### config.mk
export PLATFORM = sky130hd
export DESIGN_NAME = gpio_bank
export DESIGN_NICKNAME = d
export VERILOG_FILES = /design/src/rtl/gpio_bank.sv
export SDC_FILE = /design/constraint.sdc
export NUM_CORES = 1
export LEC_CHECK = 0
export BUFFER_PORTS_ARGS = -buffer_cell sky130_fd_sc_hd__buf_4
export CORE_MARGIN = 2
export CORE_UTILIZATION = 41
export CTS_CLUSTER_DIAMETER = 200
export DETAILED_ROUTE_END_ITERATION = 16
export PLACE_DENSITY = 0.66
export SLEW_MARGIN = 20
export SYNTH_ARGS = -nofsm -noshare
export SYNTH_HDL_FRONTEND = slang
export SYNTH_SLANG_ARGS = --single-unit
### constraint.sdc
create_clock -name clk -period 1.52 [get_ports clk]
set_clock_uncertainty 0.05 [all_clocks]
set_input_delay 0.076 -clock clk [delete_from_list [all_inputs] [get_ports clk]]
set_output_delay 0.076 -clock clk [all_outputs]
set_load 0.01 [all_outputs]
### src/rtl/gpio_bank.sv
module gpio_bank #(
  parameter int          W         = 8,
  parameter int          LAST_PINS = 5,
  parameter logic [7:0]  DEV_P12   = 8'h09,
  parameter logic [7:0]  DEV_P34   = 8'h07,
  parameter logic [7:0]  DEV_P56   = 8'h08,
  parameter logic [1:0]  FSEL_GPIO = 2'd2,
  parameter logic [7:0]  I2C_MASK  = 8'h60
) (
  input  logic         clk,
  input  logic         rst_n,
  input  logic         cfg_wr,
  input  logic [7:0]   cfg_dev,
  input  logic [7:0]   cfg_idx,
  input  logic [7:0]   cfg_wdata,
  output logic [7:0]   cfg_rdata,
  input  logic [5:0]   port_en,
  input  logic [5:0]   drv_pp,
  input  logic [1:0]   p1_fsel,
  input  logic         i2c_claim,
  input  logic [47:0]  pin_in,
  output logic [47:0]  pin_out,
  output logic [47:0]  pin_oe
);
  localparam int NPORT = 6;
  localparam int WTOT  = NPORT * W;

  logic [WTOT-1:0] sync1, sync2;
  logic [W-1:0]    rd_part [NPORT];

  always_ff @(posedge clk or negedge rst_n)
    if (!rst_n) begin
      sync1 <= '0;
      sync2 <= '0;
    end else begin
      sync1 <= pin_in;
      sync2 <= sync1;
    end

  for (genvar p = 0; p < NPORT; p++) begin : g_port
    localparam logic [7:0] PDEV  = (p < 2) ? DEV_P12 : (p < 4) ? DEV_P34 : DEV_P56;
    localparam logic [7:0] IDIR  = (p % 2 == 1) ? 8'hE4 : 8'hE0;
    localparam logic [7:0] IDAT  = IDIR + 8'd1;
    localparam logic [7:0] IINV  = IDIR + 8'd2;
    localparam int         PW    = (p == NPORT - 1) ? LAST_PINS : W;
    localparam logic [W-1:0] PMASK = W'((1 << PW) - 1);

    logic [W-1:0] dir_q, dat_q, inv_q, lock, drv, pin_lvl;
    logic         dev_hit;

    assign dev_hit = (cfg_dev == PDEV);
    assign pin_lvl = sync2[p*W +: W];

    always_ff @(posedge clk or negedge rst_n)
      if (!rst_n) begin
        dir_q <= PMASK;
        dat_q <= '0;
        inv_q <= '0;
      end else if (cfg_wr && dev_hit) begin
        if (cfg_idx == IDIR) dir_q <= cfg_wdata[W-1:0] & PMASK;
        if (cfg_idx == IDAT) dat_q <= cfg_wdata[W-1:0] & PMASK;
        if (cfg_idx == IINV) inv_q <= cfg_wdata[W-1:0] & PMASK;
      end

    always_comb begin
      rd_part[p] = '0;
      if (dev_hit) begin
        if (cfg_idx == IDIR) rd_part[p] = dir_q;
        if (cfg_idx == IDAT) rd_part[p] = ((dir_q & pin_lvl) | (~dir_q & dat_q)) & PMASK;
        if (cfg_idx == IINV) rd_part[p] = inv_q;
      end
    end

    always_comb begin
      lock = PMASK & {W{port_en[p]}};
      if (p == 0 && p1_fsel != FSEL_GPIO) lock = '0;
      if (p == 1 && i2c_claim)            lock = lock & ~I2C_MASK[W-1:0];
    end

    assign drv = ~dir_q & lock;
    assign pin_oe[p*W +: W]  = drv_pp[p] ? drv : (drv & ~dat_q);
    assign pin_out[p*W +: W] = drv_pp[p] ? (drv & dat_q) : '0;
  end

  always_comb begin
    cfg_rdata = '0;
    for (int p = 0; p < NPORT; p++) cfg_rdata = cfg_rdata | 8'(rd_part[p]);
  end
endmodule

==> qor.tcl, run 1 <==
set qor(worst-endpoint-arrival_ns) 2.13
set qor(syn-mean-instance-area_sq_um) 12.0
set qor(wirelength_mm) 33.5
set qor(final_antenna_net_count) 0
set qor(detailed_place_hpwl_mm) 22.9
set qor(cts_tree) {done}
set qor(placement.cell_area_sq_mm) 0.0137
set qor(final_hold_viol_count) 0
set qor(dieArea_sq_mm) 0.0268
set qor(largest_vdd_supply_drop_mv) 0.642
set qor(worst-slew-pin-transition_ns) 0.519
set qor(share_of_post_route_cells_with_drive_strength_above_1_pct) 59.7
set qor(crit-reg2reg-launch) {g_port[3].dat_q[7]$_DFFE_PN0P_}
set qor(totalNegativeSetupSlack_ns) -9.57
set qor(synth_async_sr_flop_share_pct) 100
set qor(post-route-min-period_ns) 2.25
set qor(hold_path_class) {in -> async}
set qor(htreeDepth) 1
set qor(post_route_total_power_mw) 13.2
set qor(yosysWarningCount) 0
set qor(floorplan.die.width_microns) 164
set qor(synth.yosys.seq_area_share_pct) 54.4
set qor(most_frequently_used_cell_type_in_the_post_synthesis_netlist) {dfrtp_1}
set qor(powerDensity_mw_per_mm2) 805
set qor(max_cap_viol_count) 0
set qor(grt_pass1_wl_mm) 50.4
set qor(floorplan.core_area_sq_mm) 0.0251
set qor(multiInputGateArea_sq_mm) 0.00548
set qor(pin_count_of_the_biggest_net_entering_global_routing) 60
set qor(antenna_cells_inserted) 0
set qor(maxSlewViolCount) 0
set qor(synthDistinctLibCells) 63
set qor(post_synthesis_cell_area_sq_mm) 0.0105
set qor(crit_required_ns) 1.39
set qor(grt_antenna_before_repair) 0
set qor(syn_inst) 868
set qor(finish.utilization_pct) 65.4
set qor(finish.instance_area_sq_mm) 0.0164
set qor(rsz_0062_raised_after_global_routing) {true}
set qor(gp_routability_congestion) 0.885
set qor(status) {finished, violations left}
set qor(seqCellArea_sq_mm) 0.00569
set qor(cp-end-kind) {primary output}
set qor(portBuffers) 184
set qor(remaining_drcs) 0
set qor(setup.worst_path.start_class) {register}
set qor(synth.largest_area_cell) {dfrtp_1}
set qor(max-slew-margin-rel_pct) 65.3
set qor(worst-setup-path-type) {reg -> out}
set qor(grt.total_usage_pct) 24.5
set qor(reg2reg_slack_ns) 0.27
set qor(drt_pass1_iterations) 4
set qor(setup_violations) 69
set qor(floorplan.io_pins) 194
set qor(critical_path.max_fanout) 2
set qor(cts.root.buffer_cell) {clkbuf_16}
set qor(cts.reportedPaths.clkPinSlew_ns) 0.06
set qor(vias_per_cell) 5.34
set qor(grt.overflow.total) 0
set qor(postSynth.topFlopCell) {dfrtp_1}
set qor(vias_in_the_first_global_route) 9036
set qor(cts-root-to-sink-buffers) 3
set qor(crit_path_start) {g_port[4].dir_q[2]$_DFFE_PN1P_}
set qor(final_net_count) 1393
set qor(clk-insertion-delay-late_ns) 0.53
set qor(number_of_vias_after_detailed_routing) 8816
set qor(start_util_pct) 41.6
set qor(first_iter_violations) 419
set qor(numClockSinks) 225
set qor(total_leakage_power_nw) 7.49
set qor(die_y_microns) 164
set qor(avgRoutedWirePerCell_microns) 20.3
set qor(yosys-top-cells-area) {dfrtp_1 43%, mux2_2 14%, dfstp_2 11%}
set qor(syn2layout_area_growth_pct) 57.2
set qor(tritoncts.num_buffers) 24
set qor(number_of_enable_flip_flop_cells_after_synthesis) 0
set qor(fin_ws_ns) -0.734
set qor(synth_top_area_share_pct) 43.1
set qor(timing.fmax_mhz) 444
set qor(floorplan.rows) 58
set qor(num-fill-cells) 1929
set qor(period_share_pct) 148
set qor(top_post_synthesis_cells_by_count) {180 x dfrtp_1, 128 x mux2_2, 68 x nor3b_1}
set qor(failed_checks) {setup timing}
set qor(postSynthRegisterBits) 225
set qor(hold_slack_ns) 0.0476
-- power breakdown --
part	switching [mW]	internal, mW
clock	2.38	3.47
combinational	0.672	0.549
sequential	0.0437	6.12
-- metal layers --
| metal | track usage [%] | vias up | wire, microns |
|---|---|---|---|
| met1 | 33.3 | 4456 | 14500 |
| met4 | 6.62 | 0 | 934 |
| li1 | - | 4011 | - |
| met2 | 40.3 | 290 | 16000 |
| met5 | 0 | - | 0 |
| met3 | 4.67 | 59 | 2090 |
-- repair_timing --
action | 4_1_cts | 5_1_grt
endpoints found under the setup margin | 91 | 95
pin swaps | 38 | 44
hold endpoints to repair | 349 | 0
hold buffers | 54 | 0
resized for setup | 179 | 118
buffers inserted | 16 | 33
-- registers in the layout, indices dropped and copies added, names as in the netlist --
name and cells:
g_port.dat_q 45, sync1 45, sync2 45, g_port.inv_q 45, g_port.dir_q 45
-- cell families (layout without fill, tap and decap cells) --
group	Yosys count	after routing	synth area share (%)
buf+inv	56	504	2.39
mux	157	157	17.0
other cells	1	6	0.0359
flops	225	225	54.4
simple gates	299	299	18.0
compound gates	130	130	8.21
-- path summary, 6_finish.rpt --
| path | end | depth (start not counted) |
|---|---|---|
| setup / recovery | cfg_rdata[2] | 6 |
| hold / removal | sync2[6]$_DFF_PN0_ | 2 |
| setup reg to reg | g_port[3].dat_q[7]$_DFFE_PN0P_ | 5 |
| hold reg to reg | sync2[4]$_DFF_PN0_ | 0 |
| max in group asynchronous | g_port[1].dir_q[0]$_DFFE_PN1P_ | 3 |
| min in group clk | g_port[4].inv_q[4]$_DFFE_PN0P_ | 4 |
-- worst max-delay path, stage by stage, from the launching register on --
cell and delay [ns]:
dfstp_2 0.54, and3b_1 0.18, a21oi_2 0.12, o22ai_2 0.15, a32oi_2 0.22, nand4_1 0.19
buf_4 0.20
-- area by class of cell --
type / count / area share (%)
Tap cell: 330 / 2.51
Timing Repair Buffer: 447 / 24.4
Clock buffer: 36 / 4.17
Inverter: 13 / 0.297
Multi-Input combinational cell: 592 / 33.4
Sequential cell: 225 / 34.6
Clock inverter: 8 / 0.640
-- stage by stage --
step                      setup slack, ns  std cells
after floorplan                    -0.214        873
after CTS                          -0.757       1635
after global placement             -0.394       1531
after detailed placement           -0.415       1531
after global routing               -0.849       1651
final                              -0.734       1651
-- cells in the final DEF, fill, tap and decap left out, drive strengths merged, types with 5 or more instances in the layout --
master	netlist	routed
buf	18	393
dfrtp	180	180
mux2	136	136
nor3b	68	68
dlygate4sd3	0	54
nor2b	51	51
dfstp	45	45
nor2	38	38
clkbuf	25	36
nand2	33	33
a21oi	32	32
o21ai	27	27
nand2b	24	24
mux2i	21	21
nor3	20	20
nand3b	19	19
inv	13	13
o22ai	12	12
nand3	10	10
and3	9	9
o211ai	7	7
o221ai	7	7
nand4	6	6
and3b	6	6
conb	1	6
clkinv	0	6
a31oi	5	5
(Power assumes the default switching activity.)
==> run 2, diff against run 1 <==
Settings changed: ABC_AREA from default to 1.
==> qor.tcl, run 2 <==
set qor(tritoncts.num_buffers) 26 ;# +8.3%
set qor(total_leakage_power_nw) 8.08 ;# +7.8%
set qor(avgRoutedWirePerCell_microns) 17.2 ;# -15%
set qor(numClockSinks) 225 ;# unchanged
set qor(largest_vdd_supply_drop_mv) 0.929 ;# +45%
set qor(worst-setup-path-type) {reg -> out}
set qor(synth.yosys.seq_area_share_pct) 53.8 ;# -0.64 points
set qor(maxSlewViolCount) 0 ;# unchanged
set qor(layout_commonest_cell) {nand2_1}
set qor(timing.rr.end) {g_port[1].dir_q[6]$_DFFE_PN1P_}
set qor(clk-insertion-delay-late_ns) 0.54 ;# about the same
set qor(gp_routability_congestion) 0.953 ;# +7.6%
set qor(number_of_vias_after_detailed_routing) 10177 ;# +15%
set qor(cts.reportedPaths.clkPinSlew_ns) 0.06 ;# about the same
set qor(die_y_microns) 165 ;# +0.58%
set qor(synth_top_area_share_pct) 42.6 ;# -0.51 points
set qor(detailed_place_hpwl_mm) 23.4 ;# +1.8%
set qor(period_share_pct) 139 ;# -9.2 points
set qor(grt.total_usage_pct) 25.7 ;# +1.2 points
set qor(status) {finished, violations left}
set qor(power.share.combinational_pct) 6.8 ;# -2.4 points
set qor(floorplan.core_area_sq_mm) 0.0253 ;# +0.58%
set qor(rsz_0062_raised_after_global_routing) {true}
set qor(timing.fmax_mhz) 473 ;# +6.6%
set qor(final_antenna_net_count) 0 ;# unchanged
set qor(pwr-share-seq_pct) 45.0 ;# -1.6 points
set qor(drt_pass1_iterations) 5 ;# +1
set qor(setup_violations) 85 ;# +23%
set qor(dieArea_sq_mm) 0.0271 ;# +1.2%
set qor(top_post_synthesis_cells_by_count) {376 x nand2_1, 180 x dfrtp_1, 140 x inv_1}
set qor(max-slew-margin-rel_pct) 46.7 ;# -19 points
set qor(remaining_drcs) 0 ;# unchanged
set qor(synthDistinctLibCells) 39 ;# -38%
set qor(most-common-layout-cells) {327 x nand2_1, 285 x buf_4, 180 x dfrtp_1, 97 x inv_1, 93 x o21ai_0}
set qor(vias_per_cell) 5.03 ;# -5.8%
set qor(worst-endpoint-arrival_ns) 1.99 ;# -0.14 ns
set qor(syn2layout_area_growth_pct) 52.5
set qor(worst-slew-pin-transition_ns) 0.798 ;# +0.279 ns
set qor(postSynth.topFlopCell) {dfrtp_1}
set qor(post_synthesis_cell_area_sq_mm) 0.0106 ;# +1.2%
set qor(vias_in_the_first_global_route) 10111 ;# +12%
set qor(power.net_switching_mw) 3.17 ;# +2.2%
set qor(first_iter_violations) 806 ;# +92%
set qor(floorplan.rows) 58 ;# unchanged
set qor(cts.root.buffer_cell) {clkbuf_16}
set qor(p_sw_share_pct) 23.1 ;# -0.31 points
set qor(post-route-min-period_ns) 2.11 ;# -0.140 ns
set qor(number_of_enable_flip_flop_cells_after_synthesis) 0 ;# unchanged
set qor(yosysWarningCount) 0 ;# unchanged
set qor(critical_path.max_fanout) 4 ;# +2
set qor(grt_antenna_before_repair) 0 ;# unchanged
set qor(crit_required_ns) 1.39 ;# about the same
set qor(syn-mean-instance-area_sq_um) 8.25 ;# -31%
set qor(share_of_post_route_cells_with_drive_strength_above_1_pct) 43.1 ;# -17 points
set qor(grt.overflow.total) 0 ;# unchanged
set qor(internal_power_mw) 10.5 ;# +4.0%
set qor(multiInputGateArea_sq_mm) 0.00487 ;# -11%
set qor(cp-end-kind) {primary output}
set qor(hold_path_class) {in -> async}
set qor(syn_inst) 1282 ;# +48%
set qor(pin_count_of_the_biggest_net_entering_global_routing) 48 ;# -20%
set qor(most_frequently_used_cell_type_in_the_post_synthesis_netlist) {nand2_1}
set qor(cts-root-to-sink-buffers) 3 ;# unchanged
set qor(setup.worst_path.start_class) {register}
set qor(grt_pass1_wl_mm) 53.9 ;# +6.9%
set qor(hold_slack_ns) 0.0216 ;# -0.0260 ns
set qor(portBuffers) 184 ;# unchanged
set qor(postSynthRegisterBits) 225 ;# unchanged
set qor(crit-reg2reg-launch) {g_port[1].dir_q[6]$_DFFE_PN1P_}
set qor(yosys-top-cells-area) {dfrtp_1 43%, nand2_1 13%, dfstp_2 11%}
set qor(synth.largest_area_cell) {dfrtp_1}
set qor(powerDensity_mw_per_mm2) 849 ;# +5.5%
set qor(start_util_pct) 41.9 ;# +0.26 points
set qor(finish.utilization_pct) 63.9 ;# -1.6 points
set qor(floorplan.io_pins) 194 ;# unchanged
set qor(fin_ws_ns) -0.594 ;# +0.140 ns
set qor(max_cap_viol_count) 0 ;# unchanged
set qor(htreeDepth) 1 ;# unchanged
set qor(num-fill-cells) 2116 ;# +9.7%
set qor(post_route_total_power_mw) 13.7 ;# +3.6%
set qor(share_clk_of_total_power_pct) 48.2 ;# +4.0 points
set qor(floorplan.die.width_microns) 165 ;# +0.58%
set qor(antenna_cells_inserted) 0 ;# unchanged
set qor(failed_checks) {setup timing}
set qor(seqCellArea_sq_mm) 0.00569 ;# about the same
set qor(synth_async_sr_flop_share_pct) 100 ;# unchanged
set qor(reg2reg_slack_ns) 0.14 ;# -0.13 ns
set qor(wirelength_mm) 34.8 ;# +3.8%
set qor(final_hold_viol_count) 0 ;# unchanged
set qor(final_net_count) 1764 ;# +27%
set qor(ff2ff_path_depth) 7 ;# +2
set qor(cts_tree) {done}
run 2: cell types whose count changed after synthesis, moves of 22 or more:
cell / change
nand2_1: +344
inv_1: +127
mux2_2: -121
o21ai_0: +88
nor2_1: +64
nor3b_1: -64
nand3_1: +52
nor2b_1: -51
nand2b_1: -24
nand4_1: +22
o21ai_1: +22
run 2: worst max-delay path, cell delays in order, from the launching register on:
cell	delay, ns
dfstp_2	0.56
inv_2	0.05
nor2_2	0.09
nor2_1	0.06
nand4_1	0.12
nand3_1	0.09
nand2_1	0.10
nand2_1	0.06
nand2_1	0.07
nand3_2	0.10
buf_6	0.14
run 2: worst max path at each step:
| stage | end | startpoint | cells past startpoint | slack [ns] |
|---|---|---|---|---|
| final | cfg_rdata[7] | g_port[3].dir_q[7]$_DFFE_PN1P_ | 10 | -0.59 |
| after CTS | cfg_rdata[4] | g_port[1].dir_q[4]$_DFFE_PN1P_ | 9 | -0.57 |
| after global routing | cfg_rdata[1] | g_port[2].dir_q[1]$_DFFE_PN1P_ | 8 | -0.66 |
| after global placement | cfg_rdata[6] | cfg_idx[2] | 13 | -0.26 |
| after detailed placement | cfg_rdata[6] | cfg_idx[2] | 13 | -0.27 |
| after floorplan | g_port[3].inv_q[2]$_DFFE_PN0P_ | cfg_dev[7] | 7 | 0.13 |
run 2: per-stage QoR:
stage	std cells	instance area (sq um)	worst slack [ns]	TNS (ns)
after global routing	2024	16100	-0.659	-14.78
after global placement	1884	13300	-0.259	-4.91
after floorplan	1287	10600	0.129	0
final	2024	16100	-0.594	-10.36
after CTS	2018	15700	-0.572	-11.20
after detailed placement	1884	13300	-0.272	-6.49
run 2: area by class of cell:
type	count	share of cell area, %
flip-flops and latches	225	35.3
multi-input cells	852	30.2
clock inverters	13	1.16
well taps	330	2.56
repair buffers	415	22.7
clock buffers	35	4.49
inverters	154	3.68
run 2: cells by family (layout without fill, tap and decap cells):
kind of cell           count (synthesis)  count (layout)  synth area share, %
buffers and inverters                210             617                 8.66
flip-flops                           225             225                 53.8
AND/OR/NAND/NOR                      642             642                 27.0
other                                  1               6               0.0355
AO/OA/AOI/OAI                        193             193                 9.36
multiplexers                          11              11                 1.17
run 2: what timing repair did:
item	4_1_cts	5_1_grt
setup endpoints to repair	88	97
setup buffers	40	23
pin swaps	43	54
resized for setup	233	126
hold endpoints to repair	378	0
hold buffers	54	0
run 2: power groups by stage:
stage	clock, mW	sequential, mW	combinational, mW
after CTS	6.68	6.17	0.905
after floorplan	0	6.25	0.241
after global placement	0	6.26	0.743
after detailed placement	0	6.26	0.745
final	6.60	6.17	0.935
after global routing	6.96	6.17	1.01
run 2: metal layers:
layer	global-route usage [%]	wire length [microns]	part of all wire, %
met5	0	0	0
met1	34.9	14300	41
met4	9.01	1150	3.3
met2	41.5	16500	47
met3	4.72	2770	8.0
